**config.mk**
```make
export PLATFORM = sky130hd
export DESIGN_NAME = rename_history_buf
export DESIGN_NICKNAME = d
export VERILOG_FILES = /design/src/rtl/rhb_pkg.sv /design/src/rtl/rhb_store.sv /design/src/rtl/rhb_ctrl.sv /design/src/rtl/rhb_tally.sv /design/src/rtl/rename_history_buf.sv
export SDC_FILE = /design/constraint.sdc
export NUM_CORES = 1
export LEC_CHECK = 0
export BUFFER_PORTS_ARGS = -buffer_cell sky130_fd_sc_hd__buf_2
export CAP_MARGIN = 30
export CORE_MARGIN = 2
export CORE_UTILIZATION = 35
export DETAILED_ROUTE_END_ITERATION = 10
export PLACE_DENSITY = 0.58
export SLEW_MARGIN = 20
export SYNTH_ARGS = -nofsm -noshare
export SYNTH_HDL_FRONTEND = slang
export SYNTH_SLANG_ARGS = --single-unit
```
**constraint.sdc**
```tcl
create_clock -name clk -period 10 [get_ports clk]
set_clock_uncertainty 0.15 [all_clocks]
set_input_delay 0.5 -clock clk [delete_from_list [all_inputs] [get_ports clk]]
set_output_delay 0.5 -clock clk [all_outputs]
set_load 0.01 [all_outputs]
```
**src/rtl/rhb_pkg.sv**
```systemverilog
// Package: shared types and the sequence-order helper for the rename
// history buffer. Assumes sequence widths of at most 32 bits.
package rhb_pkg;

    // Source of the free-list write in a given cycle.
    typedef enum logic [1:0] {
        REL_NONE   = 2'd0,
        REL_UNDO   = 2'd1,
        REL_RETIRE = 2'd2
    } rel_src_e;

    // True when sequence a is strictly younger than b, modulo 2^w.
    function automatic logic seq_younger(input logic [31:0] a,
                                         input logic [31:0] b,
                                         input int unsigned w);
        logic [31:0] mask;
        logic [31:0] diff;
        mask = (w >= 32) ? '1 : ((32'h1 << w) - 32'h1);
        diff = (a - b) & mask;
        return (diff != '0) && !diff[5'(w - 1)];
    endfunction

endpackage

```
**src/rtl/rhb_store.sv**
```systemverilog
// Module: circular entry storage with head (oldest) and tail (next free)
// pointers and a full flag. Assumes DEPTH is a power of two, at least 2,
// and that push and pop_tail never arrive in the same cycle.
module rhb_store #(
    parameter int DEPTH  = 8,
    parameter int SEQ_W  = 8,
    parameter int AREG_W = 5,
    parameter int PREG_W = 6
) (
    input  logic              clk,
    input  logic              rst_n,
    input  logic              push,
    input  logic [SEQ_W-1:0]  in_seq,
    input  logic [AREG_W-1:0] in_areg,
    input  logic [PREG_W-1:0] in_newp,
    input  logic [PREG_W-1:0] in_oldp,
    input  logic              pop_head,
    input  logic              pop_tail,
    output logic [SEQ_W-1:0]  head_seq,
    output logic [PREG_W-1:0] head_oldp,
    output logic [SEQ_W-1:0]  tail_seq,
    output logic [AREG_W-1:0] tail_areg,
    output logic [PREG_W-1:0] tail_newp,
    output logic [PREG_W-1:0] tail_oldp,
    output logic              empty,
    output logic              full
);
    localparam int PW = $clog2(DEPTH);
    localparam int EW = SEQ_W + AREG_W + 2 * PREG_W;
    localparam int OLD_LSB  = 0;
    localparam int NEW_LSB  = PREG_W;
    localparam int AREG_LSB = 2 * PREG_W;
    localparam int SEQ_LSB  = 2 * PREG_W + AREG_W;

    logic [EW-1:0] mem [DEPTH];
    logic [PW-1:0] head_q;
    logic [PW-1:0] tail_q;
    logic [PW-1:0] last_q;
    logic          full_q;
    logic [EW-1:0] head_ent;
    logic [EW-1:0] tail_ent;

    // Write a new entry at the tail slot.
    always_ff @(posedge clk) begin
        if (push) begin
            mem[tail_q] <= {in_seq, in_areg, in_newp, in_oldp};
        end
    end

    // Advance the head on commit removal, move the tail on push or undo.
    always_ff @(posedge clk) begin
        if (!rst_n) begin
            head_q <= '0;
            tail_q <= '0;
        end else begin
            if (pop_head) head_q <= head_q + PW'(1);
            if (push)          tail_q <= tail_q + PW'(1);
            else if (pop_tail) tail_q <= tail_q - PW'(1);
        end
    end

    // Track the full condition, which pointer equality alone cannot tell.
    always_ff @(posedge clk) begin
        if (!rst_n) begin
            full_q <= 1'b0;
        end else if (pop_head || pop_tail) begin
            full_q <= 1'b0;
        end else if (push && ((tail_q + PW'(1)) == head_q)) begin
            full_q <= 1'b1;
        end
    end

    // Read out the oldest and youngest entries.
    always_comb begin
        last_q   = tail_q - PW'(1);
        head_ent = mem[head_q];
        tail_ent = mem[last_q];
    end

    assign head_seq  = head_ent[SEQ_LSB +: SEQ_W];
    assign head_oldp = head_ent[OLD_LSB +: PREG_W];
    assign tail_seq  = tail_ent[SEQ_LSB +: SEQ_W];
    assign tail_areg = tail_ent[AREG_LSB +: AREG_W];
    assign tail_newp = tail_ent[NEW_LSB +: PREG_W];
    assign tail_oldp = tail_ent[OLD_LSB +: PREG_W];
    assign full      = full_q;
    assign empty     = !full_q && (head_q == tail_q);

endmodule

```
**src/rtl/rhb_ctrl.sv**
```systemverilog
// Module: sequencing for the undo walk (youngest first) and the commit
// removal walk (oldest first), plus push admission. Squash has priority.
// Assumes the squash and commit bounds stay within half the sequence space
// of the stored entries.
module rhb_ctrl #(
    parameter int SEQ_W = 8
) (
    input  logic             clk,
    input  logic             rst_n,
    input  logic             squash_valid,
    input  logic [SEQ_W-1:0] squash_seq,
    input  logic             commit_valid,
    input  logic [SEQ_W-1:0] commit_seq,
    input  logic             push_valid,
    input  logic             empty,
    input  logic             full,
    input  logic [SEQ_W-1:0] head_seq,
    input  logic [SEQ_W-1:0] tail_seq,
    output logic             pop_head,
    output logic             pop_tail,
    output logic             push_ok
);
    import rhb_pkg::*;

    logic             sq_active;
    logic [SEQ_W-1:0] sq_bound;
    logic             cm_active;
    logic [SEQ_W-1:0] cm_bound;
    logic             undo_pend;
    logic             retire_pend;
    logic             keep_sq;
    logic             keep_cm;

    // Decide which walk removes an entry this cycle.
    always_comb begin
        undo_pend   = sq_active && !empty &&
                      seq_younger(32'(tail_seq), 32'(sq_bound), SEQ_W);
        retire_pend = cm_active && !empty && !squash_valid && !undo_pend &&
                      !seq_younger(32'(head_seq), 32'(cm_bound), SEQ_W);
        keep_sq     = sq_active &&
                      seq_younger(32'(squash_seq), 32'(sq_bound), SEQ_W);
        keep_cm     = cm_active &&
                      seq_younger(32'(cm_bound), 32'(commit_seq), SEQ_W);
    end

    // Hold the squash bound, keeping the older one if two squashes overlap.
    always_ff @(posedge clk) begin
        if (!rst_n) begin
            sq_active <= 1'b0;
            sq_bound  <= '0;
        end else if (squash_valid) begin
            sq_active <= 1'b1;
            if (!keep_sq) sq_bound <= squash_seq;
        end else if (!undo_pend) begin
            sq_active <= 1'b0;
        end
    end

    // Hold the commit bound, only ever moving it younger.
    always_ff @(posedge clk) begin
        if (!rst_n) begin
            cm_active <= 1'b0;
            cm_bound  <= '0;
        end else if (commit_valid) begin
            cm_active <= 1'b1;
            if (!keep_cm) cm_bound <= commit_seq;
        end
    end

    assign pop_tail = undo_pend;
    assign pop_head = retire_pend;
    assign push_ok  = push_valid && !full && !squash_valid && !undo_pend;

endmodule

```
**src/rtl/rhb_tally.sv**
```systemverilog
// Module: two wrapping event counters, slot 0 for committed mappings and
// slot 1 for undone mappings.
module rhb_tally #(
    parameter int CNT_W = 16
) (
    input  logic             clk,
    input  logic             rst_n,
    input  logic             inc_commit,
    input  logic             inc_undo,
    output logic [CNT_W-1:0] commit_cnt,
    output logic [CNT_W-1:0] undo_cnt
);
    localparam int NCNT = 2;

    logic [NCNT-1:0]  inc;
    logic [CNT_W-1:0] cnt [NCNT];

    assign inc = {inc_undo, inc_commit};

    for (genvar g = 0; g < NCNT; g++) begin : g_cnt
        // Count one event per cycle on this slot.
        always_ff @(posedge clk) begin
            if (!rst_n)      cnt[g] <= '0;
            else if (inc[g]) cnt[g] <= cnt[g] + CNT_W'(1);
        end
    end

    assign commit_cnt = cnt[0];
    assign undo_cnt   = cnt[1];

endmodule

```
**src/rtl/rename_history_buf.sv**
```systemverilog
// Module: register rename history buffer for one thread. Logs each
// destination rename, undoes younger mappings on squash (map restore plus
// free-list return of the new register) and frees previous registers on
// commit. Assumes DEPTH is a power of two and SEQ_W <= 32.
module rename_history_buf #(
    parameter int DEPTH  = 8,
    parameter int SEQ_W  = 8,
    parameter int AREG_W = 5,
    parameter int PREG_W = 6,
    parameter int CNT_W  = 16
) (
    input  logic              clk,
    input  logic              rst_n,
    input  logic              push_valid,
    input  logic [SEQ_W-1:0]  push_seq,
    input  logic [AREG_W-1:0] push_areg,
    input  logic [PREG_W-1:0] push_new_preg,
    input  logic [PREG_W-1:0] push_old_preg,
    input  logic              commit_valid,
    input  logic [SEQ_W-1:0]  commit_seq,
    input  logic              squash_valid,
    input  logic [SEQ_W-1:0]  squash_seq,
    output logic              restore_valid,
    output logic [AREG_W-1:0] restore_areg,
    output logic [PREG_W-1:0] restore_preg,
    output logic              release_valid,
    output logic [PREG_W-1:0] release_preg,
    output logic              busy,
    output logic              full,
    output logic              empty,
    output logic [CNT_W-1:0]  committed_maps,
    output logic [CNT_W-1:0]  undone_maps
);
    import rhb_pkg::*;

    logic              push_ok;
    logic              pop_head;
    logic              pop_tail;
    logic [SEQ_W-1:0]  head_seq;
    logic [PREG_W-1:0] head_oldp;
    logic [SEQ_W-1:0]  tail_seq;
    logic [AREG_W-1:0] tail_areg;
    logic [PREG_W-1:0] tail_newp;
    logic [PREG_W-1:0] tail_oldp;
    rel_src_e          rel_src;

    rhb_store #(
        .DEPTH (DEPTH),
        .SEQ_W (SEQ_W),
        .AREG_W(AREG_W),
        .PREG_W(PREG_W)
    ) u_store (
        .clk      (clk),
        .rst_n    (rst_n),
        .push     (push_ok),
        .in_seq   (push_seq),
        .in_areg  (push_areg),
        .in_newp  (push_new_preg),
        .in_oldp  (push_old_preg),
        .pop_head (pop_head),
        .pop_tail (pop_tail),
        .head_seq (head_seq),
        .head_oldp(head_oldp),
        .tail_seq (tail_seq),
        .tail_areg(tail_areg),
        .tail_newp(tail_newp),
        .tail_oldp(tail_oldp),
        .empty    (empty),
        .full     (full)
    );

    rhb_ctrl #(
        .SEQ_W(SEQ_W)
    ) u_ctrl (
        .clk         (clk),
        .rst_n       (rst_n),
        .squash_valid(squash_valid),
        .squash_seq  (squash_seq),
        .commit_valid(commit_valid),
        .commit_seq  (commit_seq),
        .push_valid  (push_valid),
        .empty       (empty),
        .full        (full),
        .head_seq    (head_seq),
        .tail_seq    (tail_seq),
        .pop_head    (pop_head),
        .pop_tail    (pop_tail),
        .push_ok     (push_ok)
    );

    rhb_tally #(
        .CNT_W(CNT_W)
    ) u_tally (
        .clk       (clk),
        .rst_n     (rst_n),
        .inc_commit(pop_head),
        .inc_undo  (pop_tail),
        .commit_cnt(committed_maps),
        .undo_cnt  (undone_maps)
    );

    // Pick which walk owns the free-list port this cycle.
    always_comb begin
        if (pop_tail)      rel_src = REL_UNDO;
        else if (pop_head) rel_src = REL_RETIRE;
        else               rel_src = REL_NONE;
    end

    // Steer the free-list write from the selected entry.
    always_comb begin
        release_valid = 1'b0;
        release_preg  = '0;
        case (rel_src)
            REL_UNDO: begin
                release_valid = 1'b1;
                release_preg  = tail_newp;
            end
            REL_RETIRE: begin
                release_valid = 1'b1;
                release_preg  = head_oldp;
            end
            default: ;
        endcase
    end

    assign restore_valid = pop_tail;
    assign restore_areg  = tail_areg;
    assign restore_preg  = tail_oldp;
    assign busy          = pop_tail;

endmodule

```
Word level (Yosys, flattened, before mapping)
Memories as Yosys holds them, arrays and structs flattened. A register that Yosys moved wholly into a read port is not among the register bits.
Cells that the tools add are included.

cells by class
  $add $sub $neg = 9
  multiply operators = 0
  divide/modulo/power cells = 0
  order comparisons = 0
  equality and inequality tests = 5
  shifts and indexed selects = 0
  multiplexer cells = 21
  bitwise logic cells = 5
  reductions and logical operators = 36

operators by type and width
  operator                 count
  $reduce_bool A32 Y1      4
  $add A16 B1 Y16 const B  2
  $mux W16                 2
  $sub A8 B8 Y8            4
  $logic_and A1 B1 Y1      17
  $mux W1                  12
  $mux W3                  4
  $pmux W6 S2              1
  $logic_not A1 Y1         9
  $add A3 B1 Y3 const B    2
  $eq A3 B3 Y1             2
  $mux W2                  2
  $reduce_and A2 Y1        2
  $reduce_or A2 Y1         2
  $not A1 Y1               3
  $sub A3 B1 Y3 const B    1
  $eq A2 B1 Y1 const B     1
  $eq A2 B2 Y1 const B     1
  $ne A2 B2 Y1 const B     1
  $or A1 B1 Y1             2
  $reduce_bool A2 Y1       1
  $logic_or A1 B1 Y1       1

storage, ports and cells
  flip-flop bits (word level) = 25
  latch bits = 0
  memory bits (writable) = 232
  memory bits (read-only) = 0
  bits of input ports = 46
  output and inout bits = 54
  word-level logic and storage cells = 85
  memories = 2

memories
  name         depth  width  rd ports  clocked after memory_dff  write ports  line             RTL
  u_store.mem  8      25     2         1                         1            rhb_store.sv:35  logic [EW-1:0] mem [DEPTH];
  u_tally.cnt  2      16     2         0                         2            rhb_tally.sv:16  logic [CNT_W-1:0] cnt [NCNT];

Logic depth before layout (Yosys ltp)
Gate-level depths: netlist of run 1.
An unclocked memory read counts as a cell.

  depth after elaboration = 14
  mapped depth = 22
  depth with buffers taken out = 15

By module
From an unflattened synthesis of run 1, not the netlist that was laid out.

second synthesis, totals
  cells, all modules = 852
  area total of the unflattened synthesis = 12884.9 um^2

modules (own cells, without submodules)
  module              times used  cells each  area an instance (um^2)  seq. area each (um^2)
  rhb_store           1           400         8874.8                   6206.0
  rhb_ctrl            1           275         2135.8                   360.3
  rhb_tally           1           167         1779.2                   960.9
  rename_history_buf  1           10          95.1                     0.0

Worst setup path after synthesis of run 1
No wires, ideal clock.

  path type = register to register
  start point = reg u_store.tail_q[0]
  end point = mem u_store.mem[2][0] (netlist bit), enable pin
  setup time = 0.480 ns
  data arrival time = 7.099 ns
  data required time = 9.370 ns
  slack = 2.271 ns
  stages on the path, launching flop included = 20
  path buffers = 4
  clock period less this slack = 7.729 ns
  cells stage by stage = dfxtp_1 buf_6 clkbuf_1 inv_1 ha_1 xor2_1 clkbuf_1 mux2i_1 ha_1 fa_1 nor2b_1 o211ai_1 a2111oi_0 a211oi_1 nor3_1 or2_1 buf_4 inv_4 nor2_1 nor4b_1

on the way
  longest elaborated chain between the ends = 10

RTL lines
  what                                                            line                      RTL
  start: declaration                                              rhb_store.sv:37           logic [PW-1:0] tail_q;
  start signal: assignment                                        rhb_store.sv:57           if (push) tail_q <= tail_q + PW'(1);
  start signal: assignment                                        rhb_store.sv:58           else if (pop_tail) tail_q <= tail_q - PW'(1);
  $sub A3 B1 Y3                                                   rhb_store.sv:75           last_q = tail_q - PW'(1);
  $mem_v2 Z8 W25                                                  n/a
  $sub A8 B8 Y8                                                   rhb_pkg.sv:19             diff = (a - b) & mask;
  $reduce_bool A32 Y1 / $logic_not A1 Y1 (equally long branches)  rhb_pkg.sv:20             return (diff != '0) && !diff[5'(w - 1)];
  $logic_and A1 B1 Y1                                             rhb_pkg.sv:20
  $logic_and A1 B1 Y1 (*)                                         rhb_ctrl.sv:36            undo_pend = sq_active && !empty &&
  named net busy                                                  rename_history_buf.sv:28  output logic busy,
  $logic_not A1 Y1 (*)                                            rhb_ctrl.sv:72            assign push_ok = push_valid && !full && !squash_valid && !undo_pend;
  $logic_and A1 B1 Y1 (*)                                         rhb_ctrl.sv:72
  $mux W1 (*)                                                     rhb_store.sv:45           if (push) begin
  $mux W1 (implied by the code) (*)                               rhb_store.sv:46           mem[tail_q] <= {in_seq, in_areg, in_newp, in_oldp};
  end: declaration                                                rhb_store.sv:35

The timed path passes the listed nets; every way through them passes the cells marked *.

Worst setup path after layout of run 1
  start point = reg u_store.tail_q[0]
  end point = out release_preg[4]

on the way
  longest elaborated chain between the ends = 13

RTL lines
  what                                                            line                       RTL
  $sub A3 B1 Y3                                                   rhb_store.sv:75
  $mem_v2 Z8 W25                                                  n/a
  $sub A8 B8 Y8                                                   rhb_pkg.sv:19
  $reduce_bool A32 Y1 / $logic_not A1 Y1 (equally long branches)  rhb_pkg.sv:20
  $logic_and A1 B1 Y1                                             rhb_pkg.sv:20
  $logic_and A1 B1 Y1                                             rhb_ctrl.sv:36
  $logic_not A1 Y1                                                rhb_ctrl.sv:38             retire_pend = cm_active && !empty && !squash_valid && !undo_pend &&
  $logic_and A1 B1 Y1 (2 in series)                               rhb_ctrl.sv:38
  $mux W2                                                         rename_history_buf.sv:105  else if (pop_head) rel_src = REL_RETIRE;
  $mux W2                                                         rename_history_buf.sv:104  if (pop_tail) rel_src = REL_UNDO;
  $eq A2 B2 Y1 / $eq A2 B1 Y1 (equally long branches)             rename_history_buf.sv:113  case (rel_src)
  $pmux W6 S2 (*)                                                 rename_history_buf.sv:113
  end: declaration                                                rename_history_buf.sv:27   output logic [PREG_W-1:0] release_preg,

Mark *: on every way between the ends. The rest lies on a longest branch, timed or not.

==> tab_implementation.tex, run 1 <==
\begin{tabular}{lr}
\hline
Metric & Value \\
\hline
\multicolumn{2}{l}{\textbf{Synthesis}} \\
\quad Post-synth EDFFs & between 200 and 250 \\
\quad Cell Area, Synth & 12,600 sq um \\
\quad Mux contribution to synthesized area & 18.5\% \\
\quad Post-synth cell types & 58 \\
\quad Sequential element share of the synthesized area & between 50\% and 60\% \\
\quad Fraction of synthesized cell area in xor and xnor cells & 3.34\% \\
\quad Post-synth ARST share & 0\% \\
\quad Seq cells post-synth & 260 \\
\quad Post-synthesis average cell area & 15.6 sq um \\
\quad Synth Area in Adders & 3.92\% \\
\quad Synthesized-area fraction occupied by and/or/nand/nor cells & 8.01\% \\
\quad Synth warnings & 0 \\
\quad Net count of the mapped netlist & 888 \\
\quad Main combinational cell family by area after synthesis & multiplexers \\
\quad Synthesized netlist cell count & 805 \\
\quad Leading register cell type out of synthesis & sky130\_fd\_sc\_hd\_\_edfxtp\_1 \\
\quad Post-synthesis compound-gate area fraction & 3.96\% \\
\multicolumn{2}{l}{\textbf{Clock tree}} \\
\quad Setup Buffers After CTS & 0 \\
\quad Clock buffer count from CTS & 29 \\
\quad H-tree depth reported by CTS & 1 \\
\quad Clock network latency to the later pin of the worst-skew pair & 0.55 ns \\
\quad Largest buffer count on any clock path & 3 \\
\quad Number of sinks driven by the clock tree & 260 \\
\quad Library cell used as clock root buffer & sky130\_fd\_sc\_hd\_\_clkbuf\_16 \\
\quad Clock transition at the register clock pins on the worst setup and hold paths after CTS & $\sim$0.060 ns \\
\quad Post-CTS Resized & 0 \\
\quad Hold-fix buffers, CTS & 0 \\
\quad CTS tree & built \\
\multicolumn{2}{l}{\textbf{STA}} \\
\quad Max Freq & 142 MHz \\
\quad Final critical path time including I/O delays and setup & 7.04 ns \\
\quad Period utilization & 70.4\% \\
\quad Final hold viol count & 0 \\
\quad Number of slew-limit violations in the final report & 0 \\
\quad Accumulated negative setup slack & 0 ns \\
\quad Pin slew with the least headroom to its limit & between 0.7 and 0.8 ns \\
\quad Max-slew headroom at the worst pin & between 40\% and 50\% \\
\quad \# setup viols final & 0 \\
\quad RSZ-0062 raised after global routing & no \\
\multicolumn{2}{l}{\textbf{Floorplan}} \\
\quad Height of the chip & about 190 microns \\
\quad Effective utilization at floorplan & 35.5\% \\
\quad Chip width & 194 microns \\
\quad Ports placed on the boundary & 100 \\
\quad Total Die Area & $\sim$38,000 sq um \\
\quad Area inside the core boundary & 35,500 sq um \\
\quad Site Rows & 69 \\
\multicolumn{2}{l}{\textbf{Pwr}} \\
\quad Power density cells & 248 nW/um\^{}2 \\
\quad IR Drop Worst-Case VDD & 0.213 mV \\
\quad P\_leak & 5.00 nW \\
\multicolumn{2}{l}{\textbf{Global routing}} \\
\quad Overall overflow remaining after global route & 0 \\
\quad First-pass GRT wire length & 43.8 mm \\
\quad Combined global-route utilization of all metal layers & 15.0\% \\
\quad Pin count of the biggest net entering global routing & between 40 and 50 \\
\quad Via count of the first global-routing pass & 7,400 \\
\quad Antenna violations before repair & 4 \\
\multicolumn{2}{l}{\textbf{Worst setup path}} \\
\quad Series of cell instances along the critical path & inv\_1 -> ha\_2 -> buf\_4 -> mux4\_2 -> mux2\_2 -> ha\_1 -> o211ai\_1 -> a2111oi\_0 -> a211oi\_1 -> nor3\_1 -> or2\_1 -> inv\_4 -> or4\_4 -> o22ai\_1 -> buf\_2 \\
\quad Worst Setup Start Kind & flip-flop \\
\quad Maximum net fanout on the critical path & 38 \\
\quad Arrival time of the worst setup path & 6.39 ns \\
\quad Required time of the critical path & around 9.4 ns \\
\quad Worst setup path category & flip-flop to output port \\
\quad Endpoint type of the worst setup path & output port \\
\quad Delay of the slowest cell on the worst path & 0.80 ns \\
\quad Cell with the largest stage delay on the worst path & sky130\_fd\_sc\_hd\_\_or4\_4 \\
\quad Family with the most delay on the worst path & simple AND/OR/NAND/NOR gates \\
\quad WP buf/inv & 4 \\
\multicolumn{2}{l}{\textbf{Placement}} \\
\quad Cell area after placement & 13,700 sq um \\
\quad Global placer's final weighted congestion & 0.747 \\
\quad Port Buffers & 99 \\
\quad Post-DP HPWL & 17.9 mm \\
\multicolumn{2}{l}{\textbf{Drt}} \\
\quad Post-route DRC violation count & 0 \\
\quad Drt wl/cell & a little over 20 microns \\
\quad Total number of vias & 7,341 \\
\quad Antenna Violating Nets Remaining & 0 \\
\quad DRT Wirelength & 28.2 mm \\
\quad Via-per-instance ratio & 5.23 \\
\quad Detailed-routing iteration count for the pre-antenna-repair pass & 5 \\
\quad Number of DRC violations after detailed-routing iteration 0 & 566 \\
\multicolumn{2}{l}{\textbf{Finish}} \\
\quad Finished Cell Area & 14,600 sq um \\
\quad Post-layout net count & 1,001 \\
\quad Share of cells above drive strength 1 & a little over 30\% \\
\quad Area grow syn2layout & 15.7\% \\
\multicolumn{2}{l}{\textbf{Worst hold path}} \\
\quad Worst min-delay path category & primary input to flip-flop \\
\multicolumn{2}{l}{\textbf{Flow run}} \\
\quad Number of maximum-capacitance violations & 0 \\
\multicolumn{2}{l}{\textbf{Outcome}} \\
\quad Outcome & completed \\
\hline
\end{tabular}
[through the flow]
| step | hold slack, ns | power, mW | cells | utilization, % | setup WS, ns |
|---|---|---|---|---|---|
| 2_1_floorplan | 0.307 | 2.28 | 805 | - | 2.27 |
| 3_3_place_gp | 0.341 | 2.66 | 1345 | 38.5 | 3.52 |
| 3_5_place_dp | 0.347 | 2.66 | 1346 | 38.5 | 3.44 |
| 4_1_cts | 0.0190 | 3.65 | 1400 | 40.9 | 2.90 |
| 5_1_grt | 0.0574 | 3.82 | 1402 | 41.0 | 2.43 |
| 6_report | 0.0374 | 3.62 | 1404 | 41.1 | 2.96 |
[worst min-delay path, delay by kind of cell]
family	cells	cell delay [ns]
buffers and inverters	1	0.09
AOI/OAI and AO/OA	1	0.06
and+or+nand+nor	1	0.06
[flip-flops by register name (all words and copies together) (netlist names), named ones only]
name              count
u_ctrl.cm_bound       8
u_ctrl.sq_active      1
u_store.mem         200
u_tally.cnt          32
u_store.head_q        3
u_ctrl.sq_bound       8
u_ctrl.cm_active      1
u_store.tail_q        3
u_store.full          1
[path summary, 6_finish.rpt]
| check | start | to | cells past startpoint | slack, ns |
|---|---|---|---|---|
| worst max register to register | u_store.tail_q[0] | u_tally.cnt[0][13] | 14 | 3.50 |
| worst min register to register | u_ctrl.sq_bound[0] | u_ctrl.sq_bound[0] | 2 | 0.35 |
| worst max-delay path | u_store.tail_q[0] | release_preg[4] | 15 | 2.96 |
| worst min-delay path | squash_seq[2] | u_ctrl.sq_bound[2] | 3 | 0.04 |
[per-layer routing]
layer | vias to the layer above | wire, microns | global-route usage (%) | part of all wire, %
met1 | 3719 | 13000 | 20.9 | 46
met4 | 6 | 508 | 3.08 | 1.8
met2 | 170 | 13200 | 24.2 | 47
met3 | 40 | 1450 | 3.20 | 5.1
met5 | - | 28 | 0 | 0.099
li1 | 3406 | - | - | -
[placed cells by master (no fill, tap or decap), drive strengths merged, types with 10 or more instances in the layout]
| master | synthesis | routed |
|---|---|---|
| nor3 | 24 | 24 |
| mux2i | 32 | 32 |
| xnor2 | 21 | 21 |
| mux2 | 22 | 22 |
| nand2 | 27 | 27 |
| buf | 15 | 118 |
| xor2 | 27 | 27 |
| nor2 | 49 | 49 |
| clkinv | 1 | 18 |
| a21oi | 14 | 14 |
| dfxtp | 28 | 28 |
| edfxtp | 232 | 232 |
| ha | 33 | 33 |
| o21ai | 10 | 10 |
| mux4 | 78 | 78 |
| inv | 37 | 38 |
| clkbuf | 21 | 34 |
| nand3 | 27 | 27 |
[cells by family (layout without fill, tap and decap cells)]
family / Yosys count / after routing
AO/OA/AOI/OAI: 71 / 71
other: 0 / 2
flip-flops: 260 / 260
XOR/XNOR: 48 / 48
buffers and inverters: 74 / 210
adder cells (fa/ha/maj): 37 / 37
AND/OR/NAND/NOR: 183 / 183
multiplexers: 132 / 132
[power by group]
| group | switching [mW] | internal [mW] |
|---|---|---|
| registers | 0.0834 | 1.32 |
| logic | 0.684 | 0.556 |
| clock network | 0.424 | 0.557 |
[area by class of cell]
type                            count  area, sq um
Multi-Input combinational cell    471         4780
Inverter                           38          145
Fill cell                        3224        20900
Clock buffer                       34          744
Sequential cell                   260         7530
Tap cell                          461          577
Antenna cell                        2         5.00
Timing Repair Buffer              118          656
Clock inverter                     20          131
[synth_stat cells, types with 4 or more instances]
master | count | share of area [%]
sky130_fd_sc_hd__a21oi_1 | 14 | 0.56
sky130_fd_sc_hd__and3_1 | 9 | 0.45
sky130_fd_sc_hd__and4_1 | 4 | 0.28
sky130_fd_sc_hd__buf_1 | 8 | 0.24
sky130_fd_sc_hd__buf_6 | 4 | 0.36
sky130_fd_sc_hd__clkbuf_1 | 21 | 0.63
sky130_fd_sc_hd__dfxtp_1 | 28 | 4.5
sky130_fd_sc_hd__edfxtp_1 | 232 | 55
sky130_fd_sc_hd__fa_1 | 4 | 0.64
sky130_fd_sc_hd__ha_1 | 33 | 3.3
sky130_fd_sc_hd__inv_1 | 36 | 1.1
sky130_fd_sc_hd__mux2_2 | 22 | 2.0
sky130_fd_sc_hd__mux2i_1 | 32 | 2.5
sky130_fd_sc_hd__mux4_2 | 78 | 14
sky130_fd_sc_hd__nand2_1 | 27 | 0.80
sky130_fd_sc_hd__nand2b_1 | 8 | 0.40
sky130_fd_sc_hd__nand3_1 | 27 | 1.1
sky130_fd_sc_hd__nand4_1 | 6 | 0.30
sky130_fd_sc_hd__nor2_1 | 49 | 1.5
sky130_fd_sc_hd__nor2b_1 | 9 | 0.45
sky130_fd_sc_hd__nor3_1 | 8 | 0.32
sky130_fd_sc_hd__nor3_2 | 16 | 1.3
sky130_fd_sc_hd__nor3b_1 | 4 | 0.24
sky130_fd_sc_hd__nor4b_1 | 4 | 0.28
sky130_fd_sc_hd__o21a_1 | 7 | 0.42
sky130_fd_sc_hd__o21ai_0 | 10 | 0.40
sky130_fd_sc_hd__o22ai_1 | 6 | 0.30
sky130_fd_sc_hd__o31ai_1 | 8 | 0.48
sky130_fd_sc_hd__xnor2_1 | 21 | 1.5
sky130_fd_sc_hd__xor2_1 | 27 | 1.9
Note: power is estimated with default switching activity, not from simulation.
==> inputs of run 2 (changes only) <==
- clock period: 10 -> 7.1 ns (I/O delays scaled with it)
==> tab_implementation.tex, run 2 (same netlist as run 1, synthesis figures left out) <==
\begin{tabular}{lr}
\hline
Metric & Value \\
\hline
\multicolumn{2}{l}{\textbf{Finish}} \\
\quad Area grow syn2layout & 20.0\% \\
\quad Post-layout net count & 1,044 (+4.3\%) \\
\quad Cell Count, Final, Fillers Out & 1,446 (+3.0\%) \\
\quad Fillcell total & 3,195 (-0.90\%) \\
\quad Share of cells above drive strength 1 & 29.5\% (-1.0 points) \\
\quad Largest registers & u\_store.mem: 200 flops, u\_tally.cnt: 32 flops \\
\quad Commonest cells after routing, fill and taps aside & sky130\_fd\_sc\_hd\_\_edfxtp\_1, sky130\_fd\_sc\_hd\_\_buf\_2, sky130\_fd\_sc\_hd\_\_mux4\_2, sky130\_fd\_sc\_hd\_\_nor2\_1, sky130\_fd\_sc\_hd\_\_dlygate4sd3\_1 \\
\quad Finished Cell Area & 15,100 sq um (+3.7\%) \\
\quad Number of flip-flops in the largest register & 200 (unchanged) \\
\quad Most common cell after layout, fill and taps aside & sky130\_fd\_sc\_hd\_\_edfxtp\_1 \\
\quad Register ranked first by flip-flop count & u\_store.mem \\
\multicolumn{2}{l}{\textbf{Clock tree}} \\
\quad Library cell used as clock root buffer & sky130\_fd\_sc\_hd\_\_clkbuf\_16 \\
\quad H-tree depth reported by CTS & 1 (unchanged) \\
\quad Setup Buffers After CTS & 0 (unchanged) \\
\quad CTS tree & built \\
\quad Largest buffer count on any clock path & 3 (unchanged) \\
\quad Hold-fix buffers, CTS & 43 (+43) \\
\quad Clock buffer count from CTS & 28 (-3.4\%) \\
\quad Clock network latency to the later pin of the worst-skew pair & 0.56 ns (about the same) \\
\quad Number of sinks driven by the clock tree & 260 (unchanged) \\
\quad Clock transition at the register clock pins on the worst setup and hold paths after CTS & 0.06 ns (about the same) \\
\quad Post-CTS Resized & 0 (unchanged) \\
\multicolumn{2}{l}{\textbf{Worst setup path}} \\
\quad Arrival time of the worst setup path & 6.06 ns (-0.33 ns) \\
\quad Worst Setup Start Kind & flip-flop \\
\quad Worst setup path category & flip-flop to output port \\
\quad Maximum net fanout on the critical path & 28 (-26\%) \\
\quad Count of cells along the worst register-to-register path & 16 (+2) \\
\quad Required time of the critical path & 6.59 ns (-2.76 ns) \\
\quad Endpoint type of the worst setup path & output port \\
\multicolumn{2}{l}{\textbf{Pwr}} \\
\quad IR Drop Worst-Case VDD & 0.267 mV (+25\%) \\
\quad Portion of total power attributed to sequential cells & 37.6\% (-1.0 points) \\
\quad Switching power total & 1.69 mW (+42\%) \\
\quad Clock power frac & 29.3\% (+2.2 points) \\
\quad Internal power consumption & 3.60 mW (+48\%) \\
\quad Power Total & 5.29 mW (+46\%) \\
\quad P\_leak & 5.21 nW (+4.3\%) \\
\quad Net switching share of the total power & 31.9\% (-0.95 points) \\
\quad Power density cells & 350 nW/um\^{}2 (+41\%) \\
\quad Fraction of power consumed by combinational cells & 33.0\% (-1.3 points) \\
\multicolumn{2}{l}{\textbf{Placement}} \\
\quad Cell area after placement & 13,700 sq um (+0.13\%) \\
\quad Dpl ws & 0.989 ns (-2.45 ns) \\
\quad Post-DP HPWL & 18.4 mm (+2.6\%) \\
\quad Global placer's final weighted congestion & 0.800 (+7.1\%) \\
\quad Placed insts & 1,348 (+0.15\%) \\
\quad Port Buffers & 99 (unchanged) \\
\multicolumn{2}{l}{\textbf{Floorplan}} \\
\quad Site Rows & 69 (unchanged) \\
\quad Chip width & 194 microns (unchanged) \\
\quad Total Die Area & 37,500 sq um (unchanged) \\
\quad Height of the chip & 194 microns (unchanged) \\
\quad Effective utilization at floorplan & 35.5\% (unchanged) \\
\quad Ports placed on the boundary & 100 (unchanged) \\
\quad Area inside the core boundary & 35,500 sq um (unchanged) \\
\multicolumn{2}{l}{\textbf{Drt}} \\
\quad Number of DRC violations after detailed-routing iteration 0 & 526 (-7.1\%) \\
\quad Total number of vias & 7,502 (+2.2\%) \\
\quad Antenna Violating Nets Remaining & 0 (unchanged) \\
\quad Met3 wire length & 1.34 mm (-7.6\%) \\
\quad Post-route DRC violation count & 0 (unchanged) \\
\quad Routed met2 length & 13.3 mm (+0.76\%) \\
\quad Highest Signal Layer & met4 \\
\quad Wire length on met1 & 13.6 mm (+4.6\%) \\
\quad DRT Wirelength & 28.8 mm (+2.1\%) \\
\quad Drt wl/cell & 19.9 microns (-0.90\%) \\
\quad Via-per-instance ratio & 5.19 (-0.78\%) \\
\quad Detailed-routing iteration count for the pre-antenna-repair pass & 5 (unchanged) \\
\multicolumn{2}{l}{\textbf{STA}} \\
\quad \# setup viols final & 0 (unchanged) \\
\quad Pin slew with the least headroom to its limit & 0.869 ns (+0.107 ns) \\
\quad Final critical path time including I/O delays and setup & approximately 6.6 ns \\
\quad Final critical-path setup slack & 0.533 ns (-2.43 ns) \\
\quad Period utilization & 92.5\% \\
\quad Max Freq & 152 MHz \\
\quad RSZ-0062 raised after global routing & no \\
\quad Number of slew-limit violations in the final report & 0 (unchanged) \\
\quad Max-slew headroom at the worst pin & 42.0\% (-7.2 points) \\
\quad Final hold viol count & 0 (unchanged) \\
\quad Accumulated negative setup slack & 0 ns (unchanged) \\
\multicolumn{2}{l}{\textbf{Flow run}} \\
\quad Number of maximum-capacitance violations & 0 (unchanged) \\
\multicolumn{2}{l}{\textbf{Global routing}} \\
\quad Pin count of the biggest net entering global routing & 36 (-25\%) \\
\quad Antenna violations before repair & 2 (-2) \\
\quad Overall overflow remaining after global route & 0 (unchanged) \\
\quad Via count of the first global-routing pass & 7,658 (+3.5\%) \\
\quad Combined global-route utilization of all metal layers & 15.4\% (+0.42 points) \\
\quad First-pass GRT wire length & 45.5 mm (+3.9\%) \\
\multicolumn{2}{l}{\textbf{Worst hold path}} \\
\quad Number of stages on the worst hold path & 4 (+1) \\
\quad Worst min-delay path category & primary input to flip-flop \\
\multicolumn{2}{l}{\textbf{Outcome}} \\
\quad Outcome & completed \\
\hline
\end{tabular}
run 2: cell types whose count changed in the layout (fill, tap and decap cells not counted), sizes merged:
cell and delta:
bufinv +5, clkbuf +1, clkinv -8, clkinvlp +2, dlygate4sd3 +43, inv -1
run 2: power by group through the flow:
stage	sequential, mW	combinational (mW)	clock [mW]
after global routing	2.01	1.92	1.65
final	1.99	1.75	1.55
after floorplan	1.99	1.22	0
after detailed placement	2.02	1.75	0
after global placement	2.02	1.73	0
after CTS	1.99	1.77	1.59
run 2: through the flow:
| stage | utilization, % | hold slack, ns |
|---|---|---|
| 6_report | 42.6 | 0.0666 |
| 5_1_grt | 42.6 | 0.0605 |
| 4_1_cts | 42.5 | 0.0276 |
| 3_3_place_gp | 38.5 | 0.346 |
| 2_1_floorplan | - | 0.304 |
| 3_5_place_dp | 38.5 | 0.346 |
run 2: cell type report:
type	instances	area (sq um)	area share, %
flip-flops and latches	260	7530	49.9
clock buffers	34	723	4.79
inverters	38	145	0.961
well taps	461	577	3.82
clock inverters	18	268	1.77
diodes	2	5.00	0.0331
repair buffers	162	1080	7.12
multi-input cells	471	4780	31.6
run 2: worst paths after layout:
check	start	to	slack, ns
worst max-delay path	u_store.tail_q[0]	release_preg[2]	0.53
worst min-delay path	push_valid	u_store.tail_q[1]	0.07
worst max register to register	u_store.tail_q[0]	u_tally.cnt[0][4]	0.99
worst min register to register	u_ctrl.sq_bound[0]	u_ctrl.sq_bound[0]	0.35
run 2: metal layers:
layer / up-vias / global-route usage [%]
met4: 0 / 3.08
li1: 3483 / -
met1: 3789 / 22.1
met5: - / 0
met3: 33 / 2.30
met2: 197 / 24.9
run 2: worst max-delay path, stage by stage (launching register included):
cell and delay [ns]:
sky130_fd_sc_hd__dfxtp_4 0.61, sky130_fd_sc_hd__inv_1 0.20, sky130_fd_sc_hd__ha_2 0.27, sky130_fd_sc_hd__xor2_4 0.65, sky130_fd_sc_hd__mux2i_1 0.19, sky130_fd_sc_hd__ha_1 0.25
sky130_fd_sc_hd__fa_1 0.41, sky130_fd_sc_hd__nor2b_1 0.22, sky130_fd_sc_hd__o211ai_1 0.13, sky130_fd_sc_hd__a2111oi_0 0.41, sky130_fd_sc_hd__a211oi_1 0.10, sky130_fd_sc_hd__nor3_1 0.28
sky130_fd_sc_hd__or2_1 0.14, sky130_fd_sc_hd__buf_4 0.24, sky130_fd_sc_hd__inv_4 0.09, sky130_fd_sc_hd__or4_4 0.76, sky130_fd_sc_hd__o22ai_1 0.34, sky130_fd_sc_hd__buf_2 0.19
==> inputs of run 3 (changes only) <==
- ABC_AREA: default -> 1
==> tab_implementation.tex, run 3 <==
\begin{tabular}{lr}
\hline
Metric & Value \\
\hline
\multicolumn{2}{l}{\textbf{STA}} \\
\quad Period utilization & 78.8\% (-14 points) \\
\quad Accumulated negative setup slack & 0 ns (unchanged) \\
\quad Final critical path time including I/O delays and setup & 5.60 ns (-0.970 ns) \\
\quad \# setup viols final & 0 (unchanged) \\
\quad Max-slew headroom at the worst pin & 34.0\% (-7.9 points) \\
\quad Hold\_ws & 0.0140 ns (-0.0526 ns) \\
\quad RSZ-0062 raised after global routing & no \\
\quad Number of slew-limit violations in the final report & 0 (unchanged) \\
\quad Final hold viol count & 0 (unchanged) \\
\quad Pin slew with the least headroom to its limit & 0.990 ns (+0.120 ns) \\
\quad Max Freq & 179 MHz (+17\%) \\
\multicolumn{2}{l}{\textbf{Synthesis}} \\
\quad Seq cells post-synth & 260 (unchanged) \\
\quad Post-synthesis average cell area & 9.37 sq um (-40\%) \\
\quad Ranking of synthesized cells by instance count & sky130\_fd\_sc\_hd\_\_edfxtp\_1, sky130\_fd\_sc\_hd\_\_nand2\_1, sky130\_fd\_sc\_hd\_\_nor2\_1 \\
\quad Cell Area, Synth & 13,200 sq um (+5.0\%) \\
\quad Synth warnings & 0 (unchanged) \\
\quad Most area-hungry cell type in the Yosys netlist & sky130\_fd\_sc\_hd\_\_edfxtp\_1 \\
\quad Net count of the mapped netlist & 1,495 (+68\%) \\
\quad Sequential element share of the synthesized area & 56.9\% (-2.9 points) \\
\quad Count leader, synth & sky130\_fd\_sc\_hd\_\_edfxtp\_1 \\
\quad Post-synth top area share & 52.7\% (-2.6 points) \\
\quad Post-synth EDFFs & 232 (unchanged) \\
\quad Synthesized netlist cell count & 1,412 (+75\%) \\
\quad Post-synth cell types & 38 (-34\%) \\
\quad Cells taking the most area after synthesis & sky130\_fd\_sc\_hd\_\_edfxtp\_1, sky130\_fd\_sc\_hd\_\_nand2\_1, sky130\_fd\_sc\_hd\_\_o21ai\_0 \\
\quad Leading register cell type out of synthesis & sky130\_fd\_sc\_hd\_\_edfxtp\_1 \\
\quad Post-synth ARST share & 0\% (unchanged) \\
\multicolumn{2}{l}{\textbf{Floorplan}} \\
\quad Ports placed on the boundary & 100 (unchanged) \\
\quad Effective utilization at floorplan & 35.4\% (-0.13 points) \\
\quad Total Die Area & 39,400 sq um (+4.9\%) \\
\quad Site Rows & 71 (+2.9\%) \\
\quad Chip width & 198 microns (+2.4\%) \\
\quad Height of the chip & 198 microns (+2.4\%) \\
\quad Area inside the core boundary & 37,400 sq um (+5.4\%) \\
\multicolumn{2}{l}{\textbf{Worst setup path}} \\
\quad Required time of the critical path & 7.20 ns (+0.61 ns) \\
\quad Maximum net fanout on the critical path & 29 (+3.6\%) \\
\quad Reg-to-reg endpoint & u\_store.mem[5][23] \\
\quad Arrival time of the worst setup path & 5.70 ns (-0.36 ns) \\
\quad Worst Setup Start Kind & flip-flop \\
\quad Count of cells along the worst register-to-register path & 20 (+4) \\
\quad Worst reg2reg setup slack & 1.50 ns (+0.51 ns) \\
\quad Worst setup path category & flip-flop to flip-flop \\
\quad Endpoint type of the worst setup path & flip-flop \\
\quad Startpoint of the worst-slack reg-to-reg timing path & u\_store.tail\_q[1] \\
\multicolumn{2}{l}{\textbf{Worst hold path}} \\
\quad Startpoint of the worst hold path & squash\_seq[3] \\
\quad Worst min-delay path endpoint & u\_ctrl.sq\_bound[3] \\
\quad Worst min-delay path category & primary input to flip-flop \\
\quad Number of stages on the worst hold path & 5 (+1) \\
\multicolumn{2}{l}{\textbf{Drt}} \\
\quad Detailed-routing iteration count for the pre-antenna-repair pass & 5 (unchanged) \\
\quad Post-route DRC violation count & 0 (unchanged) \\
\quad DRT Wirelength & 34.2 mm (+19\%) \\
\quad Antenna Violating Nets Remaining & 0 (unchanged) \\
\quad Total number of vias & 10,400 (+39\%) \\
\quad Number of DRC violations after detailed-routing iteration 0 & 693 (+32\%) \\
\quad Via-per-instance ratio & 5.06 (-2.5\%) \\
\quad Drt wl/cell & 16.6 microns (-17\%) \\
\multicolumn{2}{l}{\textbf{Clock tree}} \\
\quad CTS tree & built \\
\quad Library cell used as clock root buffer & sky130\_fd\_sc\_hd\_\_clkbuf\_16 \\
\quad Clock buffer count from CTS & 30 (+7.1\%) \\
\quad Largest buffer count on any clock path & 3 (unchanged) \\
\quad Number of sinks driven by the clock tree & 260 (unchanged) \\
\quad H-tree depth reported by CTS & 1 (unchanged) \\
\quad Clock network latency to the later pin of the worst-skew pair & 0.59 ns (+0.03 ns) \\
\quad Clock transition at the register clock pins on the worst setup and hold paths after CTS & 0.06 ns (about the same) \\
\multicolumn{2}{l}{\textbf{Finish}} \\
\quad Area grow syn2layout & 17.9\% \\
\quad Commonest cells after routing, fill and taps aside & sky130\_fd\_sc\_hd\_\_edfxtp\_1, sky130\_fd\_sc\_hd\_\_nand2\_1, sky130\_fd\_sc\_hd\_\_nor2\_1, sky130\_fd\_sc\_hd\_\_o21ai\_0, sky130\_fd\_sc\_hd\_\_inv\_1 \\
\quad Number of flip-flops in the largest register & 200 (unchanged) \\
\quad Cell Count, Final, Fillers Out & 2,060 (+42\%) \\
\quad Most common cell after layout, fill and taps aside & sky130\_fd\_sc\_hd\_\_edfxtp\_1 \\
\quad Register ranked first by flip-flop count & u\_store.mem \\
\quad Finished Cell Area & 15,600 sq um (+3.2\%) \\
\quad Post-layout net count & 1,611 (+54\%) \\
\quad Share of cells above drive strength 1 & 12.8\% (-17 points) \\
\quad Largest registers & u\_store.mem: 200 flops, u\_tally.cnt: 32 flops \\
\multicolumn{2}{l}{\textbf{Flow run}} \\
\quad Number of maximum-capacitance violations & 0 (unchanged) \\
\multicolumn{2}{l}{\textbf{Global routing}} \\
\quad Overall overflow remaining after global route & 0 (unchanged) \\
\quad First-pass GRT wire length & 53.5 mm (+18\%) \\
\quad Via count of the first global-routing pass & 9,772 (+28\%) \\
\quad Combined global-route utilization of all metal layers & 17.3\% (+1.9 points) \\
\quad Pin count of the biggest net entering global routing & 95 (+160\%) \\
\quad Antenna violations before repair & 2 (unchanged) \\
\multicolumn{2}{l}{\textbf{Pwr}} \\
\quad IR Drop Worst-Case VDD & 0.221 mV (-17\%) \\
\quad Power Total & 5.00 mW (-5.5\%) \\
\quad Power density cells & 321 nW/um\^{}2 (-8.4\%) \\
\quad P\_leak & 6.17 nW (+18\%) \\
\multicolumn{2}{l}{\textbf{Outcome}} \\
\quad Outcome & completed \\
\multicolumn{2}{l}{\textbf{Placement}} \\
\quad Post-DP HPWL & 22.3 mm (+22\%) \\
\quad Port Buffers & 99 (unchanged) \\
\quad Cell area after placement & 14,300 sq um (+4.3\%) \\
\quad Global placer's final weighted congestion & 0.845 (+5.6\%) \\
\quad Placed insts & 1,970 (+46\%) \\
\hline
\end{tabular}
[run 3: changes by cell type in the layout (fill, tap and decap cells not counted), moves of 78 or more]
cell | before | now
sky130_fd_sc_hd__mux4_2 | 78 | 0
sky130_fd_sc_hd__nand2_1 | 27 | 204
sky130_fd_sc_hd__a21oi_1 | 14 | 116
sky130_fd_sc_hd__o21ai_0 | 10 | 153
sky130_fd_sc_hd__nor2_1 | 49 | 176
sky130_fd_sc_hd__inv_1 | 36 | 148
[run 3: final cells by class]
cell class              count  area, sq um
diodes                      1         2.50
clock buffers              37          797
clock inverters            15          150
fillers                  3652        21800
inverters                 154          578
multi-input cells         927         4860
flip-flops and latches    260         7530
well taps                 511          639
repair buffers            155         1030
[run 3: critical path: stages (launching register included)]
cell	delay [ns]
sky130_fd_sc_hd__dfxtp_1	0.51
sky130_fd_sc_hd__inv_2	0.10
sky130_fd_sc_hd__ha_2	0.64
sky130_fd_sc_hd__inv_2	0.32
sky130_fd_sc_hd__buf_4	0.33
sky130_fd_sc_hd__a21oi_1	0.14
sky130_fd_sc_hd__o21ai_0	0.09
sky130_fd_sc_hd__nand2_1	0.07
sky130_fd_sc_hd__nor2_1	0.04
sky130_fd_sc_hd__a31oi_1	0.28
sky130_fd_sc_hd__ha_1	0.33
sky130_fd_sc_hd__a21oi_1	0.16
sky130_fd_sc_hd__a21boi_0	0.25
sky130_fd_sc_hd__nand3_1	0.10
sky130_fd_sc_hd__nand2_1	0.09
sky130_fd_sc_hd__nor2_2	0.03
sky130_fd_sc_hd__buf_4	0.19
sky130_fd_sc_hd__nor2_1	0.20
sky130_fd_sc_hd__nand2_1	0.19
sky130_fd_sc_hd__nor2_2	0.63
sky130_fd_sc_hd__buf_4	0.40
[run 3: kinds of logic (layout without fill, tap and decap cells)]
| group | count (synthesis) | after routing | share of synthesized area, % |
|---|---|---|---|
| AO/OA/AOI/OAI | 322 | 322 | 13.1 |
| XOR/XNOR | 36 | 36 | 2.44 |
| adder cells (fa/ha/maj) | 37 | 37 | 3.73 |
| buffers and inverters | 225 | 361 | 6.59 |
| flip-flops | 260 | 260 | 56.9 |
| other | 0 | 1 | 0 |
| AND/OR/NAND/NOR | 532 | 532 | 17.3 |
[run 3: repair_timing]
| action | 4_1_cts | 5_1_grt |
|---|---|---|
| endpoints found under the setup margin | 0 | 0 |
| endpoints found under the hold margin | 212 | 0 |
| buffers inserted | 0 | 0 |
| resized for setup | 0 | 0 |
| hold buffers | 37 | 0 |
[run 3: power by group]
part | internal (mW) | leakage (nW) | switching, mW
clock network | 0.865 | 0.453 | 0.625
logic | 0.568 | 3.35 | 1.12
registers | 1.76 | 2.37 | 0.0578
total | 3.20 | 6.17 | 1.80
[run 3: worst max path at each step]
stage | start | to | slack, ns | cells past startpoint
after floorplan | u_store.tail_q[0] | u_store.mem[1][0] | 0.67 | 25
after detailed placement | u_store.tail_q[1] | u_store.mem[5][19] | 1.50 | 20
after global routing | u_store.tail_q[1] | u_store.mem[5][23] | 1.04 | 20
after CTS | u_store.tail_q[1] | u_store.mem[5][23] | 1.50 | 20
after global placement | u_store.tail_q[1] | u_store.mem[5][19] | 1.61 | 20
final | u_store.tail_q[1] | u_store.mem[5][23] | 1.50 | 20
[run 3: metal layers]
layer,part of all wire [%],global-route usage (%),wire length [microns],up-vias
met3,6.0,2.92,2040,50
met5,0.038,0,13,-
li1,-,-,-,5083
met1,46,24.0,15800,4984
met4,2.1,4.26,723,2
met2,46,28.2,15700,297
[run 3: stage by stage]
stage | util (%) | worst slack (ns)
2_1_floorplan | - | 0.670
3_3_place_gp | 38.1 | 1.61
3_5_place_dp | 38.1 | 1.50
4_1_cts | 41.7 | 1.50
5_1_grt | 41.7 | 1.04
6_report | 41.7 | 1.50
